**src/rtl/systime_pkg.sv**
```systemverilog
package systime_pkg;

  localparam int ADDR_W = 2;

  typedef enum logic [ADDR_W-1:0] {
    ADDR_TIME_LO  = 2'd0,
    ADDR_TIME_HI  = 2'd1,
    ADDR_INC_CTRL = 2'd2,
    ADDR_RSVD     = 2'd3
  } reg_addr_e;

endpackage

```
**src/rtl/systime_prescaler.sv**
```systemverilog
module systime_prescaler #(
  parameter int PERIOD_W = 8
) (
  input  logic                clk,
  input  logic                rst_n,
  input  logic                restart,
  input  logic [PERIOD_W-1:0] period,
  output logic                tick
);

  logic [PERIOD_W-1:0] cnt_q;
  logic                run;
  logic                last;

  function automatic logic at_end(input logic [PERIOD_W-1:0] c,
                                  input logic [PERIOD_W-1:0] p);
    return (p != '0) && (c == p - 1'b1);
  endfunction

  assign run  = (period != '0);
  assign last = at_end(cnt_q, period);
  assign tick = last && !restart;

  always_ff @(posedge clk) begin
    if (!rst_n) begin
      cnt_q <= '0;
    end else if (restart || !run || last) begin
      cnt_q <= '0;
    end else begin
      cnt_q <= cnt_q + 1'b1;
    end
  end

endmodule

```
**src/rtl/systime_accum.sv**
```systemverilog
module systime_accum #(
  parameter int TIME_W = 64,
  parameter int STEP_W = 24
) (
  input  logic              clk,
  input  logic              rst_n,
  input  logic              tick,
  input  logic [STEP_W-1:0] step,
  input  logic              load,
  input  logic [TIME_W-1:0] load_val,
  output logic [TIME_W-1:0] time_q,
  output logic              wrap_q
);

  localparam int PAD_W = TIME_W + 1 - STEP_W;

  logic [TIME_W:0] sum;

  function automatic logic [TIME_W:0] add_step(input logic [TIME_W-1:0] t,
                                               input logic [STEP_W-1:0] s);
    return {1'b0, t} + {{PAD_W{1'b0}}, s};
  endfunction

  assign sum = add_step(time_q, step);

  always_ff @(posedge clk) begin
    if (!rst_n) begin
      time_q <= '0;
      wrap_q <= 1'b0;
    end else if (load) begin
      time_q <= load_val;
      wrap_q <= 1'b0;
    end else if (tick) begin
      time_q <= sum[TIME_W-1:0];
      wrap_q <= sum[TIME_W];
    end else begin
      wrap_q <= 1'b0;
    end
  end

endmodule

```
**src/rtl/systime_regif.sv**
```systemverilog
module systime_regif
  import systime_pkg::*;
#(
  parameter int PERIOD_W = 8,
  parameter int STEP_W   = 24,
  parameter int REG_W    = PERIOD_W + STEP_W,
  parameter int TIME_W   = 2 * REG_W
) (
  input  logic                clk,
  input  logic                rst_n,
  input  logic                reg_wr,
  input  logic                reg_rd,
  input  logic [ADDR_W-1:0]   reg_addr,
  input  logic [REG_W-1:0]    reg_wdata,
  input  logic [TIME_W-1:0]   time_now,
  output logic [REG_W-1:0]    reg_rdata,
  output logic [PERIOD_W-1:0] period,
  output logic [STEP_W-1:0]   step,
  output logic                restart,
  output logic                load_en,
  output logic [TIME_W-1:0]   load_val
);

  reg_addr_e        addr;
  logic [REG_W-1:0] ctrl_q;
  logic [REG_W-1:0] stage_lo_q;
  logic [REG_W-1:0] shadow_hi_q;
  logic             wr_lo;

  assign addr     = reg_addr_e'(reg_addr);
  assign period   = ctrl_q[REG_W-1 -: PERIOD_W];
  assign step     = ctrl_q[STEP_W-1:0];
  assign restart  = reg_wr && (addr == ADDR_INC_CTRL);
  assign load_en  = reg_wr && (addr == ADDR_TIME_HI);
  assign wr_lo    = reg_wr && (addr == ADDR_TIME_LO);
  assign load_val = {reg_wdata, stage_lo_q};

  always_ff @(posedge clk) begin
    if (!rst_n) begin
      ctrl_q     <= '0;
      stage_lo_q <= '0;
    end else begin
      if (restart) ctrl_q <= reg_wdata;
      if (wr_lo)   stage_lo_q <= reg_wdata;
    end
  end

  always_ff @(posedge clk) begin
    if (!rst_n) begin
      reg_rdata   <= '0;
      shadow_hi_q <= '0;
    end else if (reg_rd) begin
      unique case (addr)
        ADDR_TIME_LO: begin
          reg_rdata   <= time_now[REG_W-1:0];
          shadow_hi_q <= time_now[TIME_W-1:REG_W];
        end
        ADDR_TIME_HI:  reg_rdata <= shadow_hi_q;
        ADDR_INC_CTRL: reg_rdata <= ctrl_q;
        default:       reg_rdata <= '0;
      endcase
    end
  end

endmodule

```
**src/rtl/systime_counter.sv**
```systemverilog
module systime_counter
  import systime_pkg::*;
#(
  parameter int PERIOD_W = 8,
  parameter int STEP_W   = 24
) (
  input  logic                               clk,
  input  logic                               rst_n,
  input  logic                               reg_wr,
  input  logic                               reg_rd,
  input  logic [1:0]                         reg_addr,
  input  logic [PERIOD_W+STEP_W-1:0]         reg_wdata,
  output logic [PERIOD_W+STEP_W-1:0]         reg_rdata,
  output logic [2*(PERIOD_W+STEP_W)-1:0]     time_now,
  output logic                               wrap_pulse
);

  localparam int REG_W  = PERIOD_W + STEP_W;
  localparam int TIME_W = 2 * REG_W;

  logic [PERIOD_W-1:0] period;
  logic [STEP_W-1:0]   step;
  logic                restart;
  logic                tick;
  logic                load_en;
  logic [TIME_W-1:0]   load_val;

  systime_regif #(
    .PERIOD_W(PERIOD_W), .STEP_W(STEP_W), .REG_W(REG_W), .TIME_W(TIME_W)
  ) u_regif (
    .clk(clk), .rst_n(rst_n), .reg_wr(reg_wr), .reg_rd(reg_rd),
    .reg_addr(reg_addr), .reg_wdata(reg_wdata), .time_now(time_now),
    .reg_rdata(reg_rdata), .period(period), .step(step),
    .restart(restart), .load_en(load_en), .load_val(load_val)
  );

  systime_prescaler #(.PERIOD_W(PERIOD_W)) u_presc (
    .clk(clk), .rst_n(rst_n), .restart(restart), .period(period), .tick(tick)
  );

  systime_accum #(.TIME_W(TIME_W), .STEP_W(STEP_W)) u_accum (
    .clk(clk), .rst_n(rst_n), .tick(tick), .step(step), .load(load_en),
    .load_val(load_val), .time_q(time_now), .wrap_q(wrap_pulse)
  );

endmodule

```
**config.mk**
```make
export PLATFORM = sky130hd
export DESIGN_NAME = systime_counter
export DESIGN_NICKNAME = d
export VERILOG_FILES = /design/src/rtl/systime_pkg.sv /design/src/rtl/systime_prescaler.sv /design/src/rtl/systime_accum.sv /design/src/rtl/systime_regif.sv /design/src/rtl/systime_counter.sv
export SDC_FILE = /design/constraint.sdc
export NUM_CORES = 1
export LEC_CHECK = 0
export BUFFER_PORTS_ARGS = -buffer_cell sky130_fd_sc_hd__buf_2
export CAP_MARGIN = 0
export CORE_UTILIZATION = 50
export DETAILED_ROUTE_END_ITERATION = 12
export PLACE_DENSITY = 0.71
export SYNTH_ARGS = -nofsm -noshare
export SYNTH_HDL_FRONTEND = slang
export SYNTH_SLANG_ARGS = --single-unit
```
**constraint.sdc**
```tcl
create_clock -name clk -period 7.7 [get_ports clk]
set_input_delay 1.925 -clock clk [delete_from_list [all_inputs] [get_ports clk]]
set_output_delay 1.925 -clock clk [all_outputs]
set_load 0.01 [all_outputs]
```
# After elaboration in Yosys (flattened, before gate mapping)
# Index checks and enable logic that the tools add are counted.
[totals]
regBits = 201
in_bits = 38
output_inout_bits = 97
[op_classes]
n_addsub = 3
n_eq_ne = 3
n_mux = 3
bitwise_logic = 2
n_reduce_logical = 15
[ops]
columns = ["cell", "count"]
rows = [
  ["$mux W64", 2],
  ["$pmux W32 S3", 1],
  ["$add A64 B24 Y65", 1],
  ["$add A8 B1 Y8 const B", 1],
  ["$eq A8 B8 Y1", 1],
  ["$reduce_bool A8 Y1", 1],
  ["$sub A8 B1 Y8 const B", 1],
  ["$logic_and A1 B1 Y1", 5],
  ["$reduce_or A3 Y1", 1],
  ["$eq A2 B1 Y1 const B", 1],
  ["$eq A2 B2 Y1 const B", 1],
  ["$logic_not A1 Y1", 2],
  ["$logic_not A2 Y1", 1],
  ["$logic_or A1 B1 Y1", 2],
  ["$not A1 Y1", 2],
  ["$reduce_and A2 Y1", 1],
  ["$reduce_bool A2 Y1", 1],
  ["$reduce_or A2 Y1", 1],
]

# Logic depth before layout (Yosys ltp)
[logic_depth]
ltp_word = 6
ltp_mapped = 12
ltp_nobuf = 10

# Modules after synthesis
# From an unflattened synthesis, not the netlist that was laid out.
[unflattened]
hier_cells = 1325
area_unflattened_um2 = 11031.8
[modules_own_cells]
columns = ["mod", "n_inst", "cells_per_inst", "area_each_um2", "seq_area_each_um2"]
rows = [
  ["systime_regif", 1, 669, 5629.1, 2562.5],
  ["systime_accum", 1, 571, 4708.3, 1301.2],
  ["systime_prescaler", 1, 85, 694.4, 160.2],
]

# Worst setup path after synthesis
# No wires, ideal clock.
[synth_path]
path_kind = "input-to-reg"
startpoint = "input reg_addr[1]"
endpoint = "register u_accum.time_q[55]"
setup_time_ps = 62
t_arrival_ps = 3492
required_ps = 7638
slack_ps = 4145
path_stages = 8
path_buffers = 3
path_cell_list = "clkbuf_1 -> nor2b_1 -> clkbuf_1 -> and2_1 -> clkbuf_1 -> or4_1 -> or3_1 -> nand3_1"
[synth_via]
elab_chain_len = 5
word_cells_on_any_way = 8
classes_between = "2 x eq/ne; 1 x mux; 5 x reduce/logical"
[synth_rtl]
columns = ["item", "line", "source"]
rows = [
  ["start, declared", "systime_counter.sv:11", "input logic [1:0] reg_addr,"],
  ["$eq A2 B2 Y1", "systime_regif.sv:33", "assign restart = reg_wr && (addr == ADDR_INC_CTRL);"],
  ["$logic_and A1 B1 Y1", "systime_regif.sv:33", ""],
  ["$logic_not A1 Y1", "systime_prescaler.sv:22", "assign tick = last && !restart;"],
  ["$logic_and A1 B1 Y1", "systime_prescaler.sv:22", ""],
  ["$reduce_bool A2 Y1 (no line)", "--", ""],
  ["end signal, assigned", "systime_accum.sv:31", "time_q <= load_val;"],
  ["end signal, assigned", "systime_accum.sv:34", "time_q <= sum[TIME_W-1:0];"],
  ["end, declared", "systime_accum.sv:11", "output logic [TIME_W-1:0] time_q,"],
]
# Parallel ways exist; a longest one is shown, timed or not.
# A chain may end at the register's enable or synchronous reset.

# Worst setup path after layout
[layout_path]
startpoint = "input reg_addr[1]"
endpoint = "register u_accum.time_q[11]"
# Same word-level chain as after synthesis.

==> parameters.txt <==
Parameter                              Value

Outcome
  Outcome    finished clean

Cells and area
  Area used by multi-input combinational logic    between 5000 and 6000 um2
  Register area    about 4000 um2
  Fillcell total    ~1.9k
  Final non-filler cell total    1,700
  Number of nets in the layout    about 1.5k
  Ant diodes    0
  Share of post-route cells with drive strength above 1    between 10% and 20%
  Relative area change from synthesis to final layout    13.9%
  Final core occ    between 50% and 60%

Drt
  DRC    0
  Initial DRT Pass Iterations    5
  Initial DRC count    928
  Post-DR vias/cell    between 5 and 6
  Final WL    31,100 um
  ANT nets after route    0
  Average detailed-routed wire length per instance    ~18 um
  DR vias    10.1k

Power and ir drop
  Pwr/cell area    209 nW/um2
  Total design power    0.00243 W
  Cell leakage power    roughly 4.5 nW
  Largest vdd supply drop    around 0.14 mV

Die
  Ports placed on the boundary    about 140
  X dimension of the die    around 150 um
  Initial standard-cell utilization of the core    slightly above 50%
  Number of cell rows    52
  Die area    around 21,000 um2
  Chip height    145 um
  Core outline area    20,200 um2

STA
  Worst slew margin relative to its limit    21.5%
  Unrepaired setup endpoints after global routing    no
  Count of final max-slew check failures    0
  Post-layout worst setup margin    around 3.1 ns
  Final Hold Viols    0
  Number of failing setup endpoints in the final timing report    0
  Actual transition at the worst max-transition pin    1.18 ns
  Max Clock Freq    approximately 0.22 GHz
  Clock tree skew after final layout    0.0210 ns
  Fin crit period    around 4.6 ns
  Final period util    between 60 and 70%
  Total negative slack    0 ns

Logic synthesis
  Cell type with the highest aggregate area in the netlist    dfxtp_1
  Ranking of synthesized cells by area    dfxtp_1 39%, nand2_1 10%, a21oi_1 8.8%
  Number of flip-flops and latches in the synthesized netlist    201
  Ys async rst share    0%
  Part of the Yosys area used for sequential elements    between 30% and 40%
  Average instance area after synthesis    roughly 7.6 um2
  Post-synthesis cell count    roughly 1.4k
  Flip-flop cell with the highest count after synthesis    dfxtp_1
  Number of warnings issued by yosys    0
  Library cells used by synthesis    53
  Number of nets in the synthesized netlist    1,415
  Netlist area before placement    10,200 um2
  Number of enable-type register cells in the synthesized netlist    0
  Share of the synthesized area in the top cell type    a little under 40%

Placed design
  Post-detail-place hpwl    roughly 21,000 um
  Worst slack after detailed placement    between 2 and 3 ns
  Dpl cells    roughly 1.7k
  Port buffer count    roughly 130
  Last weighted congestion value of the routability-driven placer    between 0.9 and 1

Global route
  Total grt overflow    0
  Overall fraction of global-route tracks in use    29.0%
  Largest net degree at the start of global routing    118
  Wire length of the first global-routing pass    49,600 um
  Antenna violations before repair    0
  Number of global-route vias before repair    ~9k

Critical path
  Critical Path RT    between 8 and 9 ns
  Highest-delay cell along the critical path    a211o_1
  Crit path launch    reg_addr[1]
  Maximum single-stage delay on the critical path    0.96 ns
  Reg2Reg Launch Point    u_regif.ctrl_q[24]
  Critical Setup Path Class    in -> reg
  Signal arrival time at the worst endpoint    roughly 5 ns
  Most prevalent standard cell on the critical path    buf_4
  Crit Path Max Fanout    35
  Element type at the critical path end    flop
  Crit-path cells    buf_2, buf_4, nand2_1, nor2_2, buf_4, a211o_1, buf_4, nor2_1, a211oi_1, nor3_1
  Crit start category    input port

Min path
  Hold Path Class    reg -> reg
  HP Start    u_regif.stage_lo_q[13]

Clocking
  Total of hold buffers inserted after clock tree synthesis    0
  Buffers inserted during post-CTS setup optimization    0
  Maximum count of clock buffers along a single path    3
  CTS-repair resized insts    0
  CTS tree    built
  Sink Count    roughly 200
  Num CTS Buffers    22
  Clock transition time at the flip-flop clock pins of the worst setup and hold paths    around 0.05 ns
  H-tree depth    1
  Root buffer cell    clkbuf_16
  Clock latency on the worst-skew pair    approximately 0.52 ns

Run
  Number of maximum-capacitance constraint violations    0
state kept, by name (all words and copies together), names as in the netlist:
register             count
u_accum.wrap_q           1
u_regif.reg_rdata       32
u_regif.stage_lo_q      32
u_regif.shadow_hi_q     32
u_presc.cnt_q            8
u_accum.time_q          64
u_regif.ctrl_q          32
critical path, delay by kind of cell:
kind | cells | cell delay, ns
buffers and inverters | 4 | 1.39
AOI/OAI and AO/OA | 2 | 1.20
and+or+nand+nor | 4 | 0.41
placed cells by master (no fill, tap or decap), drive strengths merged, types with 3 or more instances in the layout:
cell type  count
inv           15
nor2         114
xor2          15
buf          143
nor3b          3
a21oi        180
ha            26
nand3         33
nand4         24
o21ai         70
xnor2         32
clkinv         3
and4           3
a21boi         3
and3          16
o31ai          8
nor4          12
or4           10
clkbuf        33
nand2        275
mux2i         32
nor2b          4
or3           12
a211o          6
o211ai         4
a32oi          4
dfxtp        201
a211oi        40
a31oi         23
and2           7
a21o          12
nor3          28
a311oi        16
metal layers:
| layer | vias to the layer above | track usage [%] | wire length [um] |
|---|---|---|---|
| li1 | 4899 | - | - |
| met1 | 4691 | 43.6 | 14500 |
| met2 | 461 | 42.6 | 13300 |
| met3 | 62 | 3.99 | 2630 |
| met4 | 0 | 8.63 | 714 |
| met5 | - | 0 | 0 |
synthesized netlist by cell type (all sizes together) (13+ instances only):
cell type    n
nand2      275
dfxtp      201
a21oi      180
nor2       114
clkbuf      88
o21ai       70
a211oi      40
nand3       33
mux2i       32
xnor2       32
nor3        28
ha          26
nand4       24
a31oi       23
a311oi      16
and3        16
inv         15
xor2        15
buf         13
path summary, 6_finish.rpt:
path / end / slack (ns) / cells after the start
max: u_accum.time_q[11] / 3.08 / 10
min: u_regif.stage_lo_q[13] / 0.45 / 2
max reg2reg: u_accum.time_q[27] / 3.83 / 10
min reg2reg: u_regif.stage_lo_q[13] / 0.45 / 2
layout make-up:
class,count,share of cell area [%]
clock buffers,33,5.59
inverters,15,0.504
multi-input cells,1033,49.6
flip-flops and latches,201,34.5
well taps,270,2.89
repair buffers,143,6.33
clock inverters,5,0.579
kinds of logic after synthesis:
| group | after synthesis | share of synthesized area (%) |
|---|---|---|
| adder cells (fa/ha/maj) | 27 | 3.37 |
| flip-flops | 201 | 39.3 |
| AO/OA/AOI/OAI | 379 | 21.9 |
| buffers and inverters | 116 | 4.44 |
| multiplexers | 34 | 3.35 |
| XOR/XNOR | 47 | 4.02 |
| AND/OR/NAND/NOR | 546 | 23.6 |
through the flow:
stage / cell area (um2) / hold WS, ns
after floorplan: 10200 / 0.432
after global placement: 11000 / 0.439
after detailed placement: 11000 / 0.445
after CTS: 11700 / 0.453
after global routing: 11700 / 0.469
final: 11700 / 0.449
power by group:
group | internal (W) | leakage [nW] | total, W | switching [W]
logic | 0.0000918 | 2.52 | 0.000249 | 0.000157
registers | 0.00108 | 1.64 | 0.00113 | 0.0000527
clock network | 0.000619 | 0.349 | 0.00105 | 0.000432
Power figures use the tool's default switching activity.
